### src/rtl/rdo_pkg.sv
package rdo_pkg;

    typedef enum logic [1:0] {
        MODE_FULL  = 2'd0,
        MODE_BOX   = 2'd1,
        MODE_BIN   = 2'd2,
        MODE_DRIFT = 2'd3
    } rdo_mode_e;

    typedef enum logic [2:0] {
        ST_IDLE,
        ST_ROW,
        ST_PIX,
        ST_SAMPLE,
        ST_EOL
    } rdo_state_e;

endpackage

### src/rtl/rdo_sync_filter.sv
module rdo_sync_filter (
    input  logic clk,
    input  logic rst_n,
    input  logic async_in,
    output logic event_o
);
    logic meta_q, sync_q, hold_q, level_q;

    always_ff @(posedge clk) begin
        if (!rst_n) begin
            meta_q  <= 1'b0;
            sync_q  <= 1'b0;
            hold_q  <= 1'b0;
            level_q <= 1'b0;
            event_o <= 1'b0;
        end else begin
            meta_q <= async_in;
            sync_q <= meta_q;
            hold_q <= sync_q;
            if (sync_q == hold_q) begin
                level_q <= sync_q;
            end
            event_o <= sync_q & hold_q & ~level_q;
        end
    end

    // an event needs two consecutive high synchronised samples
    a_r6_two_samples: assert property (@(posedge clk) disable iff (!rst_n)
        event_o |-> ($past(sync_q) && $past(sync_q, 2)));

    // one event per accepted edge
    a_r6_single_event: assert property (@(posedge clk) disable iff (!rst_n)
        event_o |=> !event_o);

endmodule

### src/rtl/rdo_box_match.sv
module rdo_box_match #(
    parameter int NBOX = 8,
    parameter int RW   = 11,
    parameter int CW   = 10
) (
    input  logic [NBOX-1:0]    en,
    input  logic [NBOX*RW-1:0] row_lo,
    input  logic [NBOX*RW-1:0] row_hi,
    input  logic [NBOX*CW-1:0] col_lo,
    input  logic [NBOX*CW-1:0] col_hi,
    input  logic [RW-1:0]      row,
    input  logic [CW-1:0]      col,
    output logic               row_hit,
    output logic               pix_hit
);
    logic [NBOX-1:0] in_rows;
    logic [NBOX-1:0] in_both;

    for (genvar i = 0; i < NBOX; i++) begin : g_box
        assign in_rows[i] = en[i]
                          && (row >= row_lo[i*RW +: RW])
                          && (row <= row_hi[i*RW +: RW]);
        assign in_both[i] = in_rows[i]
                          && (col >= col_lo[i*CW +: CW])
                          && (col <= col_hi[i*CW +: CW]);
    end

    assign row_hit = |in_rows;
    assign pix_hit = |in_both;

endmodule

### src/rtl/rdo_readout_ctrl.sv
module rdo_readout_ctrl
    import rdo_pkg::*;
#(
    parameter int ROWS   = 2048,
    parameter int COLS   = 2048,
    parameter int NBOX   = 8,
    parameter int MAXBIN = 8,
    localparam int HALF  = COLS / 2,
    localparam int RW    = $clog2(ROWS),
    localparam int CW    = $clog2(HALF),
    localparam int XW    = $clog2(COLS),
    localparam int BW    = $clog2(MAXBIN + 1)
) (
    input  logic               clk,
    input  logic               rst_n,
    input  logic               start,
    input  logic [1:0]         mode,
    input  logic               line_sel,
    input  logic [BW-1:0]      bin_rows,
    input  logic [BW-1:0]      bin_cols,
    input  logic [NBOX-1:0]    box_en,
    input  logic [NBOX*RW-1:0] box_row_lo,
    input  logic [NBOX*RW-1:0] box_row_hi,
    input  logic [NBOX*CW-1:0] box_col_lo,
    input  logic [NBOX*CW-1:0] box_col_hi,
    input  logic               sync_in,
    output logic               cmd_row_shift,
    output logic               cmd_pix_shift,
    output logic               cmd_skip,
    output logic               cmd_sample,
    output logic               sample_valid,
    output logic [RW-1:0]      px_row,
    output logic [CW-1:0]      px_col_a,
    output logic [XW-1:0]      px_col_b,
    output logic               done,
    output logic               overrun
);
    localparam int RCNT = $clog2(ROWS + 1);
    localparam int CCNT = $clog2(HALF + 1);
    localparam logic [RCNT-1:0] LAST_ROW = RCNT'(ROWS - 1);
    localparam logic [RCNT-1:0] END_ROW  = RCNT'(ROWS);
    localparam logic [CCNT-1:0] LAST_COL = CCNT'(HALF - 1);
    localparam logic [CCNT-1:0] END_COL  = CCNT'(HALF);

    rdo_state_e         st, st_nx;
    rdo_mode_e          lat_mode, mode_in;
    logic               lat_line;
    logic [BW-1:0]      lat_br, lat_bc, bcnt;
    logic [RCNT-1:0]    row_ptr;
    logic [CCNT-1:0]    col_ptr;
    logic [RW-1:0]      grp_row, match_row;
    logic [CW-1:0]      grp_col;
    logic               sync_ev, row_hit, pix_hit;
    logic               go_start, go_sync, skip_row, skip_pix;
    logic               row_last, col_last, row_grp_end, pix_grp_end;
    logic               frame_end, line_pace;

    function automatic logic [BW-1:0] clip_bin(input logic [BW-1:0] f);
        if (f == '0)
            return BW'(1);
        else if (f > BW'(MAXBIN))
            return BW'(MAXBIN);
        return f;
    endfunction

    rdo_sync_filter u_sync (
        .clk      (clk),
        .rst_n    (rst_n),
        .async_in (sync_in),
        .event_o  (sync_ev)
    );

    assign match_row = (st == ST_ROW) ? row_ptr[RW-1:0] : grp_row;

    rdo_box_match #(.NBOX(NBOX), .RW(RW), .CW(CW)) u_match (
        .en      (box_en),
        .row_lo  (box_row_lo),
        .row_hi  (box_row_hi),
        .col_lo  (box_col_lo),
        .col_hi  (box_col_hi),
        .row     (match_row),
        .col     (col_ptr[CW-1:0]),
        .row_hit (row_hit),
        .pix_hit (pix_hit)
    );

    assign mode_in     = rdo_mode_e'(mode);
    assign go_start    = start && (mode_in != MODE_DRIFT);
    assign go_sync     = sync_ev && (mode_in == MODE_DRIFT);
    assign skip_row    = (lat_mode == MODE_BOX) && !row_hit;
    assign skip_pix    = (lat_mode == MODE_BOX) && !pix_hit;
    assign row_last    = (row_ptr == LAST_ROW);
    assign col_last    = (col_ptr == LAST_COL);
    assign row_grp_end = (bcnt == lat_br - BW'(1)) || row_last;
    assign pix_grp_end = (bcnt == lat_bc - BW'(1)) || col_last;
    assign frame_end   = (row_ptr == END_ROW);
    assign line_pace   = (lat_mode == MODE_DRIFT) && lat_line;

    // next-state decision
    always_comb begin
        st_nx = st;
        unique case (st)
            ST_IDLE:   if (go_start || go_sync) st_nx = ST_ROW;
            ST_ROW: begin
                if (skip_row) begin
                    if (row_last) st_nx = ST_EOL;
                end else if (row_grp_end) begin
                    st_nx = ST_PIX;
                end
            end
            ST_PIX: begin
                if (skip_pix) begin
                    if (col_last) st_nx = ST_EOL;
                end else if (pix_grp_end) begin
                    st_nx = ST_SAMPLE;
                end
            end
            ST_SAMPLE: st_nx = (col_ptr == END_COL) ? ST_EOL : ST_PIX;
            ST_EOL:    st_nx = (frame_end || line_pace) ? ST_IDLE : ST_ROW;
            default:   st_nx = ST_IDLE;
        endcase
    end

    // state register
    always_ff @(posedge clk) begin
        if (!rst_n) st <= ST_IDLE;
        else        st <= st_nx;
    end

    // pointers, bin counter and latched settings
    always_ff @(posedge clk) begin
        if (!rst_n) begin
            lat_mode <= MODE_FULL;
            lat_line <= 1'b0;
            lat_br   <= BW'(1);
            lat_bc   <= BW'(1);
            bcnt     <= '0;
            row_ptr  <= '0;
            col_ptr  <= '0;
            grp_row  <= '0;
            grp_col  <= '0;
        end else begin
            unique case (st)
                ST_IDLE: begin
                    bcnt <= '0;
                    if (go_start) begin
                        lat_mode <= mode_in;
                        lat_line <= 1'b0;
                        lat_br   <= (mode_in == MODE_BIN) ? clip_bin(bin_rows) : BW'(1);
                        lat_bc   <= (mode_in == MODE_BIN) ? clip_bin(bin_cols) : BW'(1);
                        row_ptr  <= '0;
                    end else if (go_sync) begin
                        lat_mode <= MODE_DRIFT;
                        lat_line <= line_sel;
                        lat_br   <= BW'(1);
                        lat_bc   <= BW'(1);
                        if (!line_sel) row_ptr <= '0;
                    end
                end
                ST_ROW: begin
                    row_ptr <= row_ptr + RCNT'(1);
                    if (!skip_row) begin
                        if (bcnt == '0) grp_row <= row_ptr[RW-1:0];
                        if (row_grp_end) begin
                            bcnt    <= '0;
                            col_ptr <= '0;
                        end else begin
                            bcnt <= bcnt + BW'(1);
                        end
                    end
                end
                ST_PIX: begin
                    col_ptr <= col_ptr + CCNT'(1);
                    if (!skip_pix) begin
                        if (bcnt == '0) grp_col <= col_ptr[CW-1:0];
                        bcnt <= pix_grp_end ? '0 : bcnt + BW'(1);
                    end
                end
                ST_SAMPLE: ;
                ST_EOL: begin
                    if (frame_end) row_ptr <= '0;
                end
                default: ;
            endcase
        end
    end

    // outputs
    always_comb begin
        cmd_row_shift = 1'b0;
        cmd_pix_shift = 1'b0;
        cmd_skip      = 1'b0;
        cmd_sample    = 1'b0;
        sample_valid  = 1'b0;
        done          = 1'b0;
        overrun       = sync_ev && (st != ST_IDLE) && (lat_mode == MODE_DRIFT);
        px_row        = grp_row;
        px_col_a      = grp_col;
        px_col_b      = XW'(COLS - 1) - XW'(grp_col);
        unique case (st)
            ST_IDLE:   ;
            ST_ROW: begin
                cmd_row_shift = 1'b1;
                cmd_skip      = skip_row;
            end
            ST_PIX: begin
                cmd_pix_shift = 1'b1;
                cmd_skip      = skip_pix;
            end
            ST_SAMPLE: begin
                cmd_sample   = 1'b1;
                sample_valid = 1'b1;
            end
            ST_EOL:    done = frame_end || line_pace;
            default:   ;
        endcase
    end

    // commands are mutually exclusive
    a_r11_one_command: assert property (@(posedge clk) disable iff (!rst_n)
        $onehot0({cmd_row_shift, cmd_pix_shift, cmd_sample}));

    // a sample always follows a pixel shift
    a_r11_sample_after_shift: assert property (@(posedge clk) disable iff (!rst_n)
        cmd_sample |-> $past(cmd_pix_shift));

    // nothing is commanded in the cycle after done
    a_r12_quiet_after_done: assert property (@(posedge clk) disable iff (!rst_n)
        done |=> !(cmd_row_shift || cmd_pix_shift || cmd_sample));

    // sample coordinates lie on the detector
    a_r2_row_in_range: assert property (@(posedge clk) disable iff (!rst_n)
        sample_valid |-> (px_row <= RW'(ROWS - 1)));

endmodule

### config.mk
export PLATFORM = sky130hd
export DESIGN_NAME = rdo_readout_ctrl
export DESIGN_NICKNAME = d
export VERILOG_FILES = /design/src/rtl/rdo_pkg.sv /design/src/rtl/rdo_sync_filter.sv /design/src/rtl/rdo_box_match.sv /design/src/rtl/rdo_readout_ctrl.sv
export SDC_FILE = /design/constraint.sdc
export NUM_CORES = 1
export LEC_CHECK = 0
export ABC_AREA = 1
export CORE_ASPECT_RATIO = 0.7
export CORE_UTILIZATION = 49
export CTS_CLUSTER_DIAMETER = 60
export DETAILED_ROUTE_END_ITERATION = 8
export HOLD_SLACK_MARGIN = 0.12
export PLACE_DENSITY = 0.83
export REMOVE_ABC_BUFFERS = 1
export SYNTH_ARGS = -nofsm -noshare
export SYNTH_HDL_FRONTEND = slang
export SYNTH_SLANG_ARGS = --single-unit
### constraint.sdc
create_clock -name clk -period 4.4 [get_ports clk]
set_input_delay 0.66 -clock clk [delete_from_list [all_inputs] [get_ports clk]]
set_output_delay 0.66 -clock clk [all_outputs]
set_load 0.005 [all_outputs]
After elaboration in Yosys (flattened, before gate mapping)
Cells that the tools add are included.
{"block": "word_totals", "output_inout_bits": 39, "reg_bits": 67, "word_cells": 204, "in_bits": 359}
{"block": "classes", "eq_ne": 27, "bitwise": 5, "add_sub_neg": 6, "order_cmp": 34, "n_reduce_logical": 63, "mux": 54}
{"operator": "11-bit greater-or-equal comparator", "n": 8}
{"operator": "11-bit <= comparator", "n": 8}
{"operator": "10-bit greater-or-equal comparator", "n": 8}
{"operator": "10-bit <= comparator", "n": 8}
{"operator": "4-bit 2-to-1 mux", "n": 15}
{"operator": "12-bit 2-to-1 mux", "n": 4}
{"operator": "1-bit logical AND", "n": 39}
{"operator": "12-bit case mux with 3 select lines", "n": 1}
{"operator": "11-bit 2-to-1 mux", "n": 3}
{"operator": "3-bit 2-to-1 mux", "n": 8}
{"operator": "11-bit case mux with 2 select lines", "n": 1}
{"operator": "3-bit inequality test (second input constant)", "n": 6}
{"operator": "1-bit 2-to-1 mux", "n": 17}
{"operator": "8-bit OR reduction", "n": 2}
{"operator": "3-bit case mux with 5 select lines", "n": 1}
{"operator": "12-bit by 1-bit adder with 12-bit output (second input constant)", "n": 1}
{"operator": "12-bit by 11-bit == test with 1-bit output (second input constant)", "n": 1}
{"operator": "12-bit == test (second input constant)", "n": 1}
{"operator": "4-bit logical NOT", "n": 3}
{"operator": "2-bit inequality test (second input constant)", "n": 6}
{"operator": "4-bit case mux with 3 select lines", "n": 1}
{"operator": "3-bit AND reduction", "n": 4}
{"operator": "11-bit by 1-bit adder with 11-bit output (second input constant)", "n": 1}
{"operator": "11-bit by 10-bit == test with 1-bit output (second input constant)", "n": 1}
{"operator": "other kinds (24)", "n": 41}

Depth between registers and ports, before layout
{"block": "depth", "depth_word": 12, "ltp_mapped": 25, "ltp_nobuf": 24}

Hierarchy
A second synthesis with hierarchy kept.
{"block": "hier_totals", "cells_unflattened": 2047, "hier_area_um2": 12768.5}
{"mod": "rdo_box_match", "instances": 1, "area_each_um2": 8996.1, "seq_area_each_um2": 0.0, "cells_per_inst": 1470}
{"mod": "rdo_readout_ctrl", "instances": 1, "area_each_um2": 3611.0, "seq_area_each_um2": 1241.2, "cells_per_inst": 558}
{"mod": "rdo_sync_filter", "instances": 1, "area_each_um2": 161.4, "seq_area_each_um2": 100.1, "cells_per_inst": 19}

Worst setup path before layout
No wires, ideal clock.
{"block": "synth_timing", "path_kind": "register -> output", "from": "register st[2]", "to": "output port cmd_skip", "t_required_ns": 3.740, "path_slack_ns": 0.313, "t_arrival_ns": 3.427, "path_buffers": 2, "stages_incl_launch_ff": 18, "path_cell_list": "dfxtp_1 > nor3_4 > clkbuf_1 > clkbuf_1 > o21ai_0 > ha_1 > nand2_1 > nor2_1 > and2_1 > nand2_1 > nand4_1 > nand2_1 > nor2_1 > nand2_1 > nand3_2 > nor2_2 > nand3_2 > nand2_1"}
{"block": "synth_via", "elab_chain_cells": 11, "elab_cells_between_ends": 58, "classes_between": "order compare (16); eq/ne (2); mux (2); reduce/logical (38)"}
{"element": "start, declared", "line_no": "rdo_readout_ctrl.sv:45", "text": "rdo_state_e st, st_nx;"}
{"element": "start signal, assigned", "line_no": "rdo_readout_ctrl.sv:127", "text": "else st <= st_nx;"}
{"element": "3-bit by 1-bit == test with 1-bit output", "line_no": "rdo_readout_ctrl.sv:73, rdo_readout_ctrl.sv:200"}
{"element": "11-bit 2-to-1 mux", "line_no": "rdo_readout_ctrl.sv:73", "text": "assign match_row = (st == ST_ROW) ? row_ptr[RW-1:0] : grp_row;"}
{"element": "11-bit greater-or-equal comparator", "line_no": "rdo_box_match.sv:21", "text": "&& (row >= row_lo[i*RW +: RW])"}
{"element": "1-bit logical AND", "line_no": "rdo_box_match.sv:21"}
{"element": "1-bit logical AND", "line_no": "rdo_box_match.sv:22", "text": "&& (row <= row_hi[i*RW +: RW]);"}
{"element": "1-bit logical AND", "line_no": "rdo_box_match.sv:24", "text": "&& (col >= col_lo[i*CW +: CW])"}
{"element": "1-bit logical AND", "line_no": "rdo_box_match.sv:25", "text": "&& (col <= col_hi[i*CW +: CW]);"}
{"element": "8-bit OR reduction", "line_no": "rdo_box_match.sv:29", "text": "assign pix_hit = |in_both;"}
{"element": "1-bit logical NOT", "line_no": "rdo_readout_ctrl.sv:91", "text": "assign skip_pix = (lat_mode == MODE_BOX) && !pix_hit;"}
{"element": "1-bit logical AND", "line_no": "rdo_readout_ctrl.sv:91"}
{"element": "1-bit case mux with 2 select lines (*)", "line_no": "rdo_readout_ctrl.sv:200", "text": "unique case (st)"}
{"element": "end, declared", "line_no": "rdo_readout_ctrl.sv:29", "text": "output logic cmd_skip,"}
Mark *: on every way between the ends. The rest lies on a longest branch, timed or not.

Worst setup path after layout
{"block": "layout_timing", "from": "register st[0]", "to": "output port cmd_skip"}
The elaborated chain is that of the path after synthesis.

==> metrics.md <==
| Metric | Value |
|---|---|
| Outcome | `completed` |
| Reg2reg setup slack | `0.37 ns` |
| Final HPWL DP | `37.76 mm` |
| GP Congestion | `0.9468` |
| FF/Latch Area | `1346 um^2` |
| CP cell instances | `inv_2, nor3_4, buf_6, buf_6, nand2_1, o21ai_2, buf_6, buf_4, ha_1, a21oi_1, o21ai_0, nand2_1, nand3_1, nand2_1, nand4_1, nor2_2, nor2_4, nand3_4, nand2_1, dlymetal6s2s_1` |
| Final period utilization | `92.09%` |
| Synth warnings | `0` |
| Reg2reg start | `st[0]$_SDFFE_PN0P_` |
| Drt wl/cell | `16.40 um` |
| Peak supply drop | `217.6 uV` |
| Leading area contributor after synthesis | `ha_1` |
| Layout cell share with drive strength beyond 1 | `7.544%` |
| Synth Area in Compound Gates | `11.69%` |
| Leak pwr | `0.01045 uW` |
| Worst-Margin Slew | `0.9830 ns` |
| Post-synthesis simple-gate area fraction | `27.98%` |
| Area grow syn2layout | `42.92%` |
| Area contributors post-synth | `ha_1 (33%), inv_1 (15%), nand2_1 (13%)` |
| Register area share after synthesis | `10.32%` |
| MaxCap Viol Count | `0` |
| Reg2Reg Capture Point | `px_col_a[8]$_SDFFE_PN0P_` |
| Hold WC Path Type | `reg2reg` |
| Area occupied by multi-input gates | `9747 um^2` |
| Global route overflow | `0` |
| Top-count cell post-synth | `inv_1` |
| Root Buffer | `clkbuf_16` |
| Total power | `5887 uW` |
| Asr flop ratio synth | `0%` |
| Crit start category | `flop` |
| Largest delay contributor family on the critical path | `simple AND/OR/NAND/NOR gates` |
| Crit path largest cell delay | `0.37 ns` |
| Hold Crit Endpoint | `u_sync.event_o$_SDFF_PN0_` |
| TritonCTS clock tree | `yes` |
| WP buf/inv | `6` |
| Clock Skews | `0.007713 ns` |
| Post-Synthesis Cells | `2,063` |
| Vias | `15,250` |
| R2R depth | `23` |
| Fillers | `2,097` |
| DRT iter0 DRCs | `1,330` |
| DRC violations left | `0` |
| Core Rows | `49` |
| Clk pwr share | `11.9%` |
| RSZ-0062 raised after global routing | `false` |
| First-pass GRT wire length | `73.33 mm` |
| CORE AREA | `25,870 um^2` |
| Slew Viols, Final | `0` |
| Hold Slack | `0.4243 ns` |
| Worst path arrival time | `3.39 ns` |
| Post-synth cell types | `52` |
| Die footprint | `27,180 um^2` |
| Die Ht | `138.2 um` |
| Number of synthesized register bits | `67` |
| Max_slew headroom | `34.38%` |
| Hold Startpoint | `u_sync.level_q$_SDFFE_PN0N_` |
| Mux contribution to synthesized area | `0%` |
| DR pass1 iterations | `8` |
| Routed Antenna Nets | `0` |
| H-tree levels | `3` |
| Drt total wl | `47.67 mm` |
| Post-Syn Area | `12,990 um^2` |
| Area share of the largest cell type after synthesis | `33.22%` |
| Power share of the combinational group | `74.5%` |
| Clk_lat worst skew | `0.34 ns` |
| Worst Path Required | `3.74 ns` |
| Sw frac | `48.66%` |
| Top_reg_cell synth | `dfxtp_1` |
| Syn avg cell area | `6.298 um^2` |
| Sequential Power Share | `13.6%` |
| Clk pin slew, worst setup/hold paths | `0.06 ns` |
| GRT Resource Usage Total | `33.78%` |
| P_sw | `2864 uW` |
| Fin nets | `3,244` |
| Hold depth | `1` |
| Vias in the first global route | `14,810` |
| CTS Sinks | `67` |
| Adder-cell area share of the yosys netlist | `33.22%` |
| Setup_tns | `0 ns` |
| Number of top-level pins | `398` |
| Crit-path most repeated cell | `nand2_1` |
| Post-synth EDFFs | `0` |
| Initial antenna violation count | `6` |
| Critical-path maximum fanout | `8` |
| Largest net degree at the start of global routing | `31` |
| Post-synth top cells | `inv_1 (517), nand2_1 (461), ha_1 (345), a21oi_1 (145), nor2_1 (137)` |
| Initial Util | `50.22%` |
| Classification of the worst setup path | `reg2out` |
| Achievable Freq | `246.8 MHz` |
| DIE WIDTH | `196.6 um` |
| Power Dens Cells | `317.0 nW/um^2` |
| CTS Buf Count | `9` |
| Largest family of logic cells by synthesized area | `adder cells` |
| Xor/xnor cell area share of the yosys netlist | `0.7415%` |
| Critical-path cell with the highest stage delay | `dfxtp_4` |
| Crit path capture type | `output pin` |
| Final Hold Viols | `0` |
| Buffers on Ports | `396` |
| Setup-failing EPs final | `0` |
| Clock Path Buffers | `2` |
| Vias/cell | `5.248` |
| Internal power | `3022 uW` |
| Hold buffers post-CTS | `0` |
| Min Tclk post-route | `4.052 ns` |
## cell usage in the layout, fill, tap and decap left out, drive strengths merged, types with 2 or more instances in the layout
cell type      Yosys  layout
a21boi             2       2
or2                4       4
a21o              13      13
nand2            477     477
clkbuf            12      11
o31ai              2       2
clkinv             4       5
o21a              13      13
ha               345     345
buf                9      89
o21bai             5       5
o21ai             62      63
xnor2              4       4
nand4             38      38
a21oi            156     156
diode              0       4
dfxtp             67      67
clkdlybuf4s50      0     395
a31oi              3       3
nand3            111     111
nor4               8       8
a211oi             2       2
clkinvlp           0       3
nor3              23      23
inv              520     522
nor2             150     150
nand3b             7       7
o211ai             9       9
and2               6       6
xor2               7       7
## registers in the layout, summed over array words and instances (netlist names)
name            count
u_sync.level_q      1
u_sync.event_o      1
lat_line            1
px_col_a           10
u_sync.sync_q       1
u_sync.meta_q       1
col_ptr            11
row_ptr            12
lat_bc              4
lat_mode            2
px_row             11
u_sync.hold_q       1
st                  3
lat_br              4
bcnt                4
## metal layers
layer	GRT usage, %	vias up	wire, um
met5	0	-	13
met4	12.57	2	1923
li1	-	7539	-
met3	6.660	152	4466
met1	43.90	6797	20430
met2	55.17	762	20840
## logic make-up after synthesis
logic type,Yosys count
XOR/XNOR,11
other,1
AO/OA/AOI/OAI,269
adder cells (fa/ha/maj),345
flip-flops,67
buffers and inverters,545
AND/OR/NAND/NOR,825
## timing repair
action,4_1_cts,5_1_grt
endpoints found under the setup margin,1,1
gates resized for setup,23,15
setup buffers,25,19
pin swaps,3,7
gates cloned,4,3
## power by group through the flow
stage | Combinational (uW) | Clock [uW] | Sequential, uW
after CTS | 4040 | 702 | 791
after detailed placement | 3710 | 0 | 794
after global placement | 3550 | 0 | 794
after floorplan | 2210 | 0 | 780
after global routing | 4820 | 731 | 808
final | 4390 | 698 | 801
## stage by stage
step	area (um^2)	utilization [%]	cells	worst slack, ns
6_report	18570	71.78	2906	0.3482
5_1_grt	18570	71.77	2905	0.1859
3_3_place_gp	17670	68.30	2835	0.1682
3_5_place_dp	17670	68.30	2835	0.02012
2_1_floorplan	12880	-	2042	0.3095
4_1_cts	18290	70.70	2880	0.03123
## cell type report
| type | count | area share [%] |
|---|---|---|
| tap | 357 | 2.405 |
| sequential | 67 | 7.250 |
| clock buffer | 10 | 1.287 |
| inverter | 524 | 10.60 |
| antenna | 4 | 0.05390 |
| timing repair buffer | 486 | 25.66 |
| clock inverter | 6 | 0.2628 |
| multi-input combinational | 1452 | 52.49 |
## worst max path at each step
| stage | startpoint | endpoint | slack, ns | cells past startpoint |
|---|---|---|---|---|
| 3_3_place_gp | st[0]$_SDFFE_PN0P_ | cmd_skip | 0.17 | 20 |
| 2_1_floorplan | st[0]$_SDFFE_PN0P_ | cmd_skip | 0.31 | 17 |
| 4_1_cts | st[0]$_SDFFE_PN0P_ | cmd_skip | 0.03 | 21 |
| 6_report | st[0]$_SDFFE_PN0P_ | cmd_skip | 0.35 | 20 |
| 3_5_place_dp | st[0]$_SDFFE_PN0P_ | cmd_skip | 0.02 | 20 |
| 5_1_grt | st[0]$_SDFFE_PN0P_ | px_col_a[0]$_SDFFE_PN0P_ | 0.19 | 23 |
Power figures use the tool's default switching activity.
